--- src/rtl/asrx_pkg.sv ---
package asrx_pkg;

    // receive framing state machine
    typedef enum logic [1:0] {
        RX_HUNT = 2'd0,
        RX_DATA = 2'd1,
        RX_PAD  = 2'd2
    } rx_state_e;

    // master clock generator state machine
    typedef enum logic {
        CG_HALT = 1'b0,
        CG_RUN  = 1'b1
    } cg_state_e;

    localparam int SYNC_STAGES = 2;

endpackage

--- src/rtl/asrx_sync.sv ---
module asrx_sync #(
    parameter int WIDTH  = 3,
    parameter int STAGES = 2
) (
    input  logic             clk,
    input  logic             rst_n,
    input  logic [WIDTH-1:0] d,
    output logic [WIDTH-1:0] q
);

    logic [WIDTH-1:0] stg [STAGES];

    for (genvar s = 0; s < STAGES; s++) begin : g_stage
        if (s == 0) begin : g_first
            always_ff @(posedge clk or negedge rst_n) begin
                if (!rst_n) stg[s] <= '0;
                else        stg[s] <= d;
            end
        end else begin : g_next
            always_ff @(posedge clk or negedge rst_n) begin
                if (!rst_n) stg[s] <= '0;
                else        stg[s] <= stg[s-1];
            end
        end
    end

    assign q = stg[STAGES-1];

endmodule

--- src/rtl/asrx_clkgen.sv ---
module asrx_clkgen
    import asrx_pkg::*;
#(
    parameter int SLOT_BITS = 32,
    parameter int MAX_CH    = 6,
    parameter int CH_W      = 3,
    parameter int DIV_W     = 8
) (
    input  logic             clk,
    input  logic             rst_n,
    input  logic             enable,
    input  logic [DIV_W-1:0] half_div,
    input  logic             launch_lvl,
    input  logic             marker_lvl,
    input  logic [CH_W-1:0]  nch,
    output logic             bclk_o,
    output logic             lrclk_o
);

    localparam int FB_W = $clog2(SLOT_BITS * MAX_CH + 1);

    cg_state_e        state, nxt;
    logic [DIV_W-1:0] div_cnt;
    logic [DIV_W-1:0] half;
    logic [FB_W-1:0]  bpos, bpos_nx;
    logic [FB_W-1:0]  frame_len, half_len;
    logic             bclk_q, lr_q;
    logic             toggle, to_launch;

    always_comb begin
        half      = (half_div < DIV_W'(2)) ? DIV_W'(2) : half_div;
        frame_len = FB_W'(32'(nch) * SLOT_BITS);
        half_len  = FB_W'(32'(nch) * (SLOT_BITS / 2));
        toggle    = (div_cnt == half - DIV_W'(1));
        to_launch = ((~bclk_q) == launch_lvl);
        bpos_nx   = (bpos >= frame_len - FB_W'(1)) ? '0 : bpos + FB_W'(1);
    end

    // next state
    always_comb begin
        nxt = state;
        unique case (state)
            CG_HALT: if (enable)  nxt = CG_RUN;
            CG_RUN:  if (!enable) nxt = CG_HALT;
            default: nxt = CG_HALT;
        endcase
    end

    // state register
    always_ff @(posedge clk or negedge rst_n) begin
        if (!rst_n) state <= CG_HALT;
        else        state <= nxt;
    end

    // outputs and counters
    always_ff @(posedge clk or negedge rst_n) begin
        if (!rst_n) begin
            div_cnt <= '0;
            bpos    <= '0;
            bclk_q  <= 1'b0;
            lr_q    <= 1'b0;
        end else begin
            unique case (state)
                CG_HALT: begin
                    div_cnt <= '0;
                    bpos    <= frame_len - FB_W'(1);
                    bclk_q  <= 1'b0;
                    lr_q    <= 1'b0;
                end
                CG_RUN: begin
                    if (toggle) begin
                        div_cnt <= '0;
                        bclk_q  <= ~bclk_q;
                        if (to_launch) begin
                            bpos <= bpos_nx;
                            lr_q <= (bpos_nx < half_len) ? marker_lvl : ~marker_lvl;
                        end
                    end else begin
                        div_cnt <= div_cnt + DIV_W'(1);
                    end
                end
                default: ;
            endcase
        end
    end

    assign bclk_o  = bclk_q;
    assign lrclk_o = lr_q;

endmodule

--- src/rtl/asrx_deser.sv ---
module asrx_deser
    import asrx_pkg::*;
#(
    parameter int SLOT_BITS   = 32,
    parameter int SAMPLE_BITS = 20,
    parameter int CH_W        = 3
) (
    input  logic                   clk,
    input  logic                   rst_n,
    input  logic                   samp_en,
    input  logic                   dat,
    input  logic                   lr,
    input  logic                   marker_lvl,
    input  logic [CH_W-1:0]        nch,
    output logic [SAMPLE_BITS-1:0] data_o,
    output logic [CH_W-1:0]        chan_o,
    output logic                   valid_o
);

    localparam int CNT_W = $clog2(SLOT_BITS);

    rx_state_e              state, nxt;
    logic [CNT_W-1:0]       bit_cnt;
    logic [SAMPLE_BITS-1:0] shreg;
    logic [CH_W-1:0]        ch_cur;
    logic                   lr_prev, seen;
    logic                   frame_start, last_data, last_slot;

    always_comb begin
        frame_start = samp_en && seen && (lr == marker_lvl) && (lr_prev != marker_lvl);
        last_data   = (bit_cnt == CNT_W'(SAMPLE_BITS - 1));
        last_slot   = (bit_cnt == CNT_W'(SLOT_BITS - 1));
    end

    // next state
    always_comb begin
        nxt = state;
        if (samp_en) begin
            if (frame_start) begin
                nxt = RX_DATA;
            end else begin
                unique case (state)
                    RX_HUNT: nxt = RX_HUNT;
                    RX_DATA: if (last_data) nxt = RX_PAD;
                    RX_PAD:  if (last_slot) nxt = RX_DATA;
                    default: nxt = RX_HUNT;
                endcase
            end
        end
    end

    // state register
    always_ff @(posedge clk or negedge rst_n) begin
        if (!rst_n) state <= RX_HUNT;
        else        state <= nxt;
    end

    // datapath and outputs
    always_ff @(posedge clk or negedge rst_n) begin
        if (!rst_n) begin
            bit_cnt <= '0;
            shreg   <= '0;
            ch_cur  <= '0;
            lr_prev <= 1'b0;
            seen    <= 1'b0;
            data_o  <= '0;
            chan_o  <= '0;
            valid_o <= 1'b0;
        end else begin
            valid_o <= 1'b0;
            if (samp_en) begin
                lr_prev <= lr;
                seen    <= 1'b1;
                if (frame_start) begin
                    shreg   <= {shreg[SAMPLE_BITS-2:0], dat};
                    bit_cnt <= CNT_W'(1);
                    ch_cur  <= '0;
                end else begin
                    unique case (state)
                        RX_HUNT: ;
                        RX_DATA: begin
                            shreg   <= {shreg[SAMPLE_BITS-2:0], dat};
                            bit_cnt <= bit_cnt + CNT_W'(1);
                        end
                        RX_PAD: begin
                            if (last_slot) begin
                                bit_cnt <= '0;
                                data_o  <= shreg;
                                chan_o  <= ch_cur;
                                valid_o <= 1'b1;
                                ch_cur  <= (ch_cur >= nch - CH_W'(1)) ? '0 : ch_cur + CH_W'(1);
                            end else begin
                                bit_cnt <= bit_cnt + CNT_W'(1);
                            end
                        end
                        default: ;
                    endcase
                end
            end
        end
    end

endmodule

--- src/rtl/audio_serial_rx.sv ---
module audio_serial_rx
    import asrx_pkg::*;
#(
    parameter int SLOT_BITS   = 32,
    parameter int SAMPLE_BITS = 20,
    parameter int MAX_CH      = 6,
    parameter int DIV_W       = 8,
    parameter int CH_W        = $clog2(MAX_CH + 1)
) (
    input  logic                   clk,
    input  logic                   rst_n,
    input  logic                   cfg_master,
    input  logic                   cfg_fall_edge,
    input  logic                   cfg_marker_lvl,
    input  logic [CH_W-1:0]        cfg_chan_count,
    input  logic [DIV_W-1:0]       cfg_half_div,
    input  logic                   bclk_in,
    input  logic                   lrclk_in,
    input  logic                   sdata_in,
    output logic                   bclk_out,
    output logic                   lrclk_out,
    output logic                   clk_drive_en,
    output logic [SAMPLE_BITS-1:0] sample_data,
    output logic [CH_W-1:0]        sample_chan,
    output logic                   sample_valid
);

    logic [CH_W-1:0] nch_eff;
    logic [2:0]      raw_lines, sync_lines;
    logic            bclk_s, lr_s, dat_s;
    logic            bclk_d, samp_en;

    always_comb begin
        if (cfg_chan_count == '0)                nch_eff = CH_W'(1);
        else if (cfg_chan_count > CH_W'(MAX_CH)) nch_eff = CH_W'(MAX_CH);
        else                                     nch_eff = cfg_chan_count;
    end

    asrx_clkgen #(
        .SLOT_BITS (SLOT_BITS),
        .MAX_CH    (MAX_CH),
        .CH_W      (CH_W),
        .DIV_W     (DIV_W)
    ) u_clkgen (
        .clk        (clk),
        .rst_n      (rst_n),
        .enable     (cfg_master),
        .half_div   (cfg_half_div),
        .launch_lvl (cfg_fall_edge),
        .marker_lvl (cfg_marker_lvl),
        .nch        (nch_eff),
        .bclk_o     (bclk_out),
        .lrclk_o    (lrclk_out)
    );

    assign clk_drive_en = cfg_master;

    // master mode loops the generated clocks back through the same path
    assign raw_lines = cfg_master ? {bclk_out, lrclk_out, sdata_in}
                                  : {bclk_in,  lrclk_in,  sdata_in};

    asrx_sync #(
        .WIDTH  (3),
        .STAGES (SYNC_STAGES)
    ) u_sync (
        .clk   (clk),
        .rst_n (rst_n),
        .d     (raw_lines),
        .q     (sync_lines)
    );

    assign {bclk_s, lr_s, dat_s} = sync_lines;

    always_ff @(posedge clk or negedge rst_n) begin
        if (!rst_n) bclk_d <= 1'b0;
        else        bclk_d <= bclk_s;
    end

    assign samp_en = cfg_fall_edge ? (bclk_d & ~bclk_s) : (~bclk_d & bclk_s);

    asrx_deser #(
        .SLOT_BITS   (SLOT_BITS),
        .SAMPLE_BITS (SAMPLE_BITS),
        .CH_W        (CH_W)
    ) u_deser (
        .clk        (clk),
        .rst_n      (rst_n),
        .samp_en    (samp_en),
        .dat        (dat_s),
        .lr         (lr_s),
        .marker_lvl (cfg_marker_lvl),
        .nch        (nch_eff),
        .data_o     (sample_data),
        .chan_o     (sample_chan),
        .valid_o    (sample_valid)
    );

endmodule

--- config.mk ---
export PLATFORM = sky130hd
export DESIGN_NAME = audio_serial_rx
export DESIGN_NICKNAME = d
export VERILOG_FILES = /design/src/rtl/asrx_pkg.sv /design/src/rtl/asrx_sync.sv /design/src/rtl/asrx_clkgen.sv /design/src/rtl/asrx_deser.sv /design/src/rtl/audio_serial_rx.sv
export SDC_FILE = /design/constraint.sdc
export NUM_CORES = 1
export LEC_CHECK = 0
export ABC_AREA = 0
export BUFFER_PORTS_ARGS = -buffer_cell sky130_fd_sc_hd__clkbuf_2
export CORE_UTILIZATION = 55
export CTS_CLUSTER_SIZE = 16
export DETAILED_ROUTE_END_ITERATION = 6
export PLACE_DENSITY = 0.76
export SLEW_MARGIN = 0
export SYNTH_ARGS = -nofsm -noshare
export SYNTH_HDL_FRONTEND = slang
export SYNTH_SLANG_ARGS = --single-unit
--- constraint.sdc ---
create_clock -name clk -period 4.2 [get_ports clk]
set_input_delay 0.84 -clock clk [delete_from_list [all_inputs] [get_ports clk]]
set_output_delay 0.84 -clock clk [all_outputs]
set_load 0.03 [all_outputs]
## Word level (Yosys, flattened, before mapping)

Cells that the tools add are included.

| cells by class | value |
|---|---|
| $add $sub $neg | 7 |
| magnitude comparators | 5 |
| eq/ne operators | 12 |
| multiplexer cells | 35 |
| bitwise logic cells | 8 |
| reduce and logical (&&, ||, !) cells | 14 |

Operators with widths:

| operator | count |
|---|---|
| 2-to-1 mux 20 bit | 2 |
| 2-to-1 mux 8 bit | 5 |
| case mux 8 bit (2 select lines) | 2 |
| 2-to-1 mux 3 bit | 7 |
| adder 8 x 1 -> 8 bit (second input constant) | 2 |
| subtractor 8 x 1 -> 8 bit (second input constant) | 2 |
| equality test 5 bit (second input constant) | 2 |
| 2-to-1 mux 1 bit | 10 |
| 2-to-1 mux 5 bit | 2 |
| case mux 5 bit (2 select lines) | 1 |
| equality test 8 bit | 1 |
| >= comparator 8 bit | 1 |
| less-than comparator 8 x 2 -> 1 bit (second input constant) | 1 |
| less-than comparator 8 x 7 -> 1 bit | 1 |
| 2-to-1 mux 2 bit | 3 |
| inequality test 3 x 1 -> 1 bit (second input constant) | 2 |
| inverter 1 bit | 6 |
| AND reduction 2 bit | 3 |
| AND reduction 3 bit | 2 |
| nonzero test 2 bit | 3 |
| adder 5 x 1 -> 5 bit (second input constant) | 1 |
| inequality test 2 bit (second input constant) | 2 |
| case mux 1 bit (2 select lines) | 2 |
| case mux 2 bit (2 select lines) | 1 |
| 13 further kinds | 17 |

| word-level totals | value |
|---|---|
| register bits after elaboration | 82 |
| output and inout port bits | 27 |
| logic and storage cells | 98 |

## Depth between registers and ports, before layout

| logic depth | value |
|---|---|
| depth after elaboration | 11 |
| mapped depth | 14 |

## Modules after synthesis

A second synthesis with hierarchy kept.

| unflattened totals | value |
|---|---|
| cell total of the unflattened synthesis | 365 |
| area total of the unflattened synthesis | 4225.3 um^2 |

Modules (own cells, without submodules):

| module | times used | cells each | area each (um^2) |
|---|---|---|---|
| asrx_deser | 1 | 177 | 2511.2 |
| asrx_clkgen | 1 | 167 | 1447.6 |
| asrx_sync | 1 | 9 | 172.7 |
| audio_serial_rx | 1 | 12 | 93.8 |

## Least setup slack after synthesis

Ideal clock, no wire load.

| timing path | value |
|---|---|
| path type | input to register |
| start | in cfg_chan_count[2] |
| end | reg u_clkgen.lr_q (netlist: u_clkgen.lrclk_o) |
| arrival time | 3744 ps |
| data required time | 4105 ps |
| path slack | 360 ps |
| cell stages on the path | 13 |
| path through | clkbuf_1 -> maj3_1 -> ha_1 -> or4b_2 -> a41o_1 -> nand2_1 -> nor2_1 -> ha_1 -> nand3_1 -> a31oi_1 -> a211oi_1 -> xor2_1 -> o31ai_1 |

| between the ends | value |
|---|---|
| longest elaborated chain between the ends | 11 |
| elaborated cells on any way between the ends | 12 |
| those cells by class | add/sub: 1; order compare: 3; mux: 7; reduce/logical: 1 |

RTL lines:

| item | RTL line | source |
|---|---|---|
| from (decl) | audio_serial_rx.sv:15 | `input logic [CH_W-1:0] cfg_chan_count,` |
| > comparator 3 bit | audio_serial_rx.sv:35 | `else if (cfg_chan_count > CH_W'(MAX_CH)) nch_eff = CH_W'(MAX_CH);` |
| 2-to-1 mux 3 bit | audio_serial_rx.sv:35 |  |
| 2-to-1 mux 3 bit * | audio_serial_rx.sv:34 | `if (cfg_chan_count == '0) nch_eff = CH_W'(1);` |
| subtractor 8 x 1 -> 8 bit | asrx_clkgen.sv:36 | `bpos_nx = (bpos >= frame_len - FB_W'(1)) ? '0 : bpos + FB_W'(1);` |
| >= comparator 8 bit | asrx_clkgen.sv:36 |  |
| 2-to-1 mux 8 bit | asrx_clkgen.sv:36 |  |
| less-than comparator 8 x 7 -> 1 bit * | asrx_clkgen.sv:76 | `lr_q <= (bpos_nx < half_len) ? marker_lvl : ~marker_lvl;` |
| 2-to-1 mux 1 bit * | asrx_clkgen.sv:76 |  |
| 2-to-1 mux 1 bit * | asrx_clkgen.sv:74 | `if (to_launch) begin` |
| 2-to-1 mux 1 bit * | asrx_clkgen.sv:71 | `if (toggle) begin` |
| case mux 1 bit (2 select lines) * | asrx_clkgen.sv:63 | `unique case (state)` |
| to (signal assigned) | asrx_clkgen.sv:76 |  |
| to (decl) | asrx_clkgen.sv:27 | `logic bclk_q, lr_q;` |

Every way passes the cells marked *; elsewhere a longest branch is shown, timed or not. The select of a mux whose other input is x is not followed.
A chain may end at the register's enable or synchronous reset.

## Worst setup path in the final report

| timing path | value |
|---|---|
| start | in cfg_chan_count[0] |
| end | reg u_clkgen.lr_q (netlist: u_clkgen.lrclk_o) |

The elaborated chain is that of the path after synthesis.

==> out/results.ini <==
[run_status]
status=finished clean

[critical_path]
reg2reg_slack_ns=1.17
reg2regPathDepth=10
reg2reg_from=u_clkgen.bpos[6]
cp-start-kind=input port
cp.arrival_ns=4.03
critical_path_class=input port to register
end_kind=register
worstReg2RegEnd=u_clkgen.lrclk_o
required_ns=4.46
startpoint=cfg_chan_count[0]
cp-endpoint=u_clkgen.lrclk_o
critPathMaxFanout=10

[clocking]
htreeDepth=3
hold_buffers=0
clockBufferDepth=2
cts_sinks=82
cts_tree=built
post_cts_resize_count=0
postCtsSetupBuffers=0
clkTransAtPathRegs_ns=0.09
clock_latency_ns=0.35
cts_buffers=9
root_buffer=clkbuf_8

[timing]
tns_ns=0
timing.slew.headroom_pct=34.0
finClkSkew_ns=0.0133
worst_pin_slew_ns=0.991
min_period_ns=3.77
drv_slew=0
rsz0062_at_grt=false
hold_viol=0
max_freq_mhz=265
finalSetupViolCount=0
period_share_pct=89.7
layout_setup_ws_ns=0.431

[die]
die_x_um=88.8
dieHeight_um=88.8
dieArea_um2=7880
core_um2=7250
rows=31
start_util_pct=57.1
num_io_pins=46

[global_routing]
antenna_found_initial=0
grtUsageTotal_pct=21.7
grtUsageMet3_pct=6.62
grt_overflow_total=0
grt_use_met1_pct=28.2
use_met2_pct=35.8
grt_pass1_vias=2819
grt.busiest_layer=met2
grt_pass1_wl_um=13000
grt_max_degree=83

[detailed_routing]
drt-total-wl_um=7850
drc_errors=0
vias=2990
drtIter0Drc=147
drtPass1Iterations=4
vias_per_cell=5.77
wire_per_inst_um=15.2
ant_nets=0

[placed_design]
dpl.cell_count=502
dpl_cell_area_um2=4480
place_ws_ns=0.112
portBuffers=45
gp_congestion=0.924
hpwlAfterDp_um=5490

[logic_synthesis]
yosysWarnings=0
synthTopCellsByArea=dfrtp_1, mux2_2, ha_1
syn_area_um2=4140
ys_seq_elements=82
synth_edf_count=0
synth_seq_area_share_pct=49.5
synth-main-ff-cell=dfrtp_1
postSynthAreaPerCell_um2=11.3
synth_top_family_by_area=simple AND/OR/NAND/NOR gates
synthCells=366
synth.net_count=398
synthArstFlopShare_pct=100
synthSimpleGateAreaFrac_pct=14.0
synth-compound-area-share_pct=11.7
synth-xor-area-share_pct=4.65
synth-adder-area-share_pct=4.89
synth_mux_area_share_pct=12.7
yosysUniqueCellTypes=55
synth.top_cell.area_share_pct=49.5
synth_top_area_cell=dfrtp_1

[layout]
drive_gt1_share_pct=28.9
final_area_um2=4680
fin_cells=518
area_delta_synth_final_pct=13.0
layout_common_cells=dfrtp_1, mux2_2, clkbuf_2
final_common_cell=dfrtp_1
nets=446
antenna_cells=0

[hold_path]
min-delay-start=u_sync.stg[4]
hp-class=register to register
min_delay_path_depth=0

[power]
pwr_density_cell_nw_per_um2=392
power_leakage_nw=2.27
ir_drop_v=0.000284
p_total_w=0.00183

[run]
drv_cap=0

## metal layers
metal,vias to the layer above,part of all wire (%),routed length (um)
met5,-,0,0
met4,0,0.92,72
met3,7,4.4,343
met2,58,49,3850
met1,1499,46,3590
li1,1426,-,-
## state kept, by name (all words and copies together), names as in the netlist, 2 cells and up
| signal | count |
|---|---|
| u_sync.q | 3 |
| u_deser.bit_cnt | 5 |
| u_deser.data_o | 20 |
| u_sync.stg | 3 |
| u_clkgen.div_cnt | 8 |
| u_deser.chan_o | 3 |
| u_deser.state | 2 |
| u_clkgen.bpos | 8 |
| u_deser.ch_cur | 3 |
| u_deser.shreg | 20 |
## worst max-delay path, stage by stage
cell	delay [ns]
clkbuf_2	0.13
inv_1	0.07
maj3_1	0.35
ha_1	0.26
or4b_2	0.64
a41o_1	0.27
nand2_1	0.27
nor2_1	0.10
ha_1	0.32
nand3_1	0.09
a31oi_1	0.09
a211oi_1	0.30
xor2_1	0.10
o31ai_1	0.19
## per-stage QoR
step | utilization (%) | hold slack, ns
after floorplan | - | 0.331
after global placement | 61.7 | 0.334
after detailed placement | 61.7 | 0.339
after CTS | 64.6 | 0.358
after global routing | 64.6 | 0.365
final | 64.6 | 0.356
## cell families (layout without fill, tap and decap cells)
family | after synthesis | after routing
compound gates | 64 | 64
buf+inv | 26 | 79
flops | 82 | 82
simple gates | 108 | 108
xor+xnor | 22 | 22
fa+ha+maj | 17 | 17
mux | 47 | 47
## worst min-delay path by stage
stage,slack (ns),to
2_1_floorplan,0.33,u_sync.q[0]
3_3_place_gp,0.33,u_sync.q[0]
3_5_place_dp,0.34,u_sync.q[1]
4_1_cts,0.36,u_sync.q[1]
5_1_grt,0.37,u_sync.q[1]
6_report,0.36,u_sync.q[1]
## synth_stat cells (2+ instances only)
cell       count
dfrtp_1       82
mux2_2        46
nor2_1        25
nand2_1       21
o21ai_0       19
inv_1         14
ha_1          13
nand3_1       13
xor2_1        13
clkbuf_1      11
and3_1         9
nand2b_1       9
xnor2_1        9
a21oi_1        5
a31oi_1        5
o311ai_0       5
maj3_1         4
nor2b_1        4
a211o_1        3
and2_1         3
nor3_1         3
nor3b_1        3
o2111ai_1      3
or4b_2         3
a211oi_1       2
a22o_1         2
a32o_1         2
nor4_1         2
nor4bb_1       2
o21bai_1       2
o31ai_1        2
o32a_1         2
or2_1          2
or4_1          2
## cell type report
type                            instances  area, um2
Fill cell                             558       2570
Sequential cell                        82       2050
Multi-Input combinational cell        258       1990
Timing Repair Buffer                   49        258
Clock buffer                            9        124
Tap cell                               99        124
Clock inverter                          7       80.1
Inverter                               14       52.6
## report_power, final
| part | internal [W] | switching [W] | leakage (nW) | total (W) |
|---|---|---|---|---|
| logic | 0.000149 | 0.000185 | 1.10 | 0.000335 |
| clock network | 0.000284 | 0.000307 | 0.103 | 0.000592 |
| registers | 0.000848 | 0.0000591 | 1.07 | 0.000907 |
| total | 0.00128 | 0.000552 | 2.27 | 0.00183 |
No activity file was read; power rests on OpenSTA's default activity.
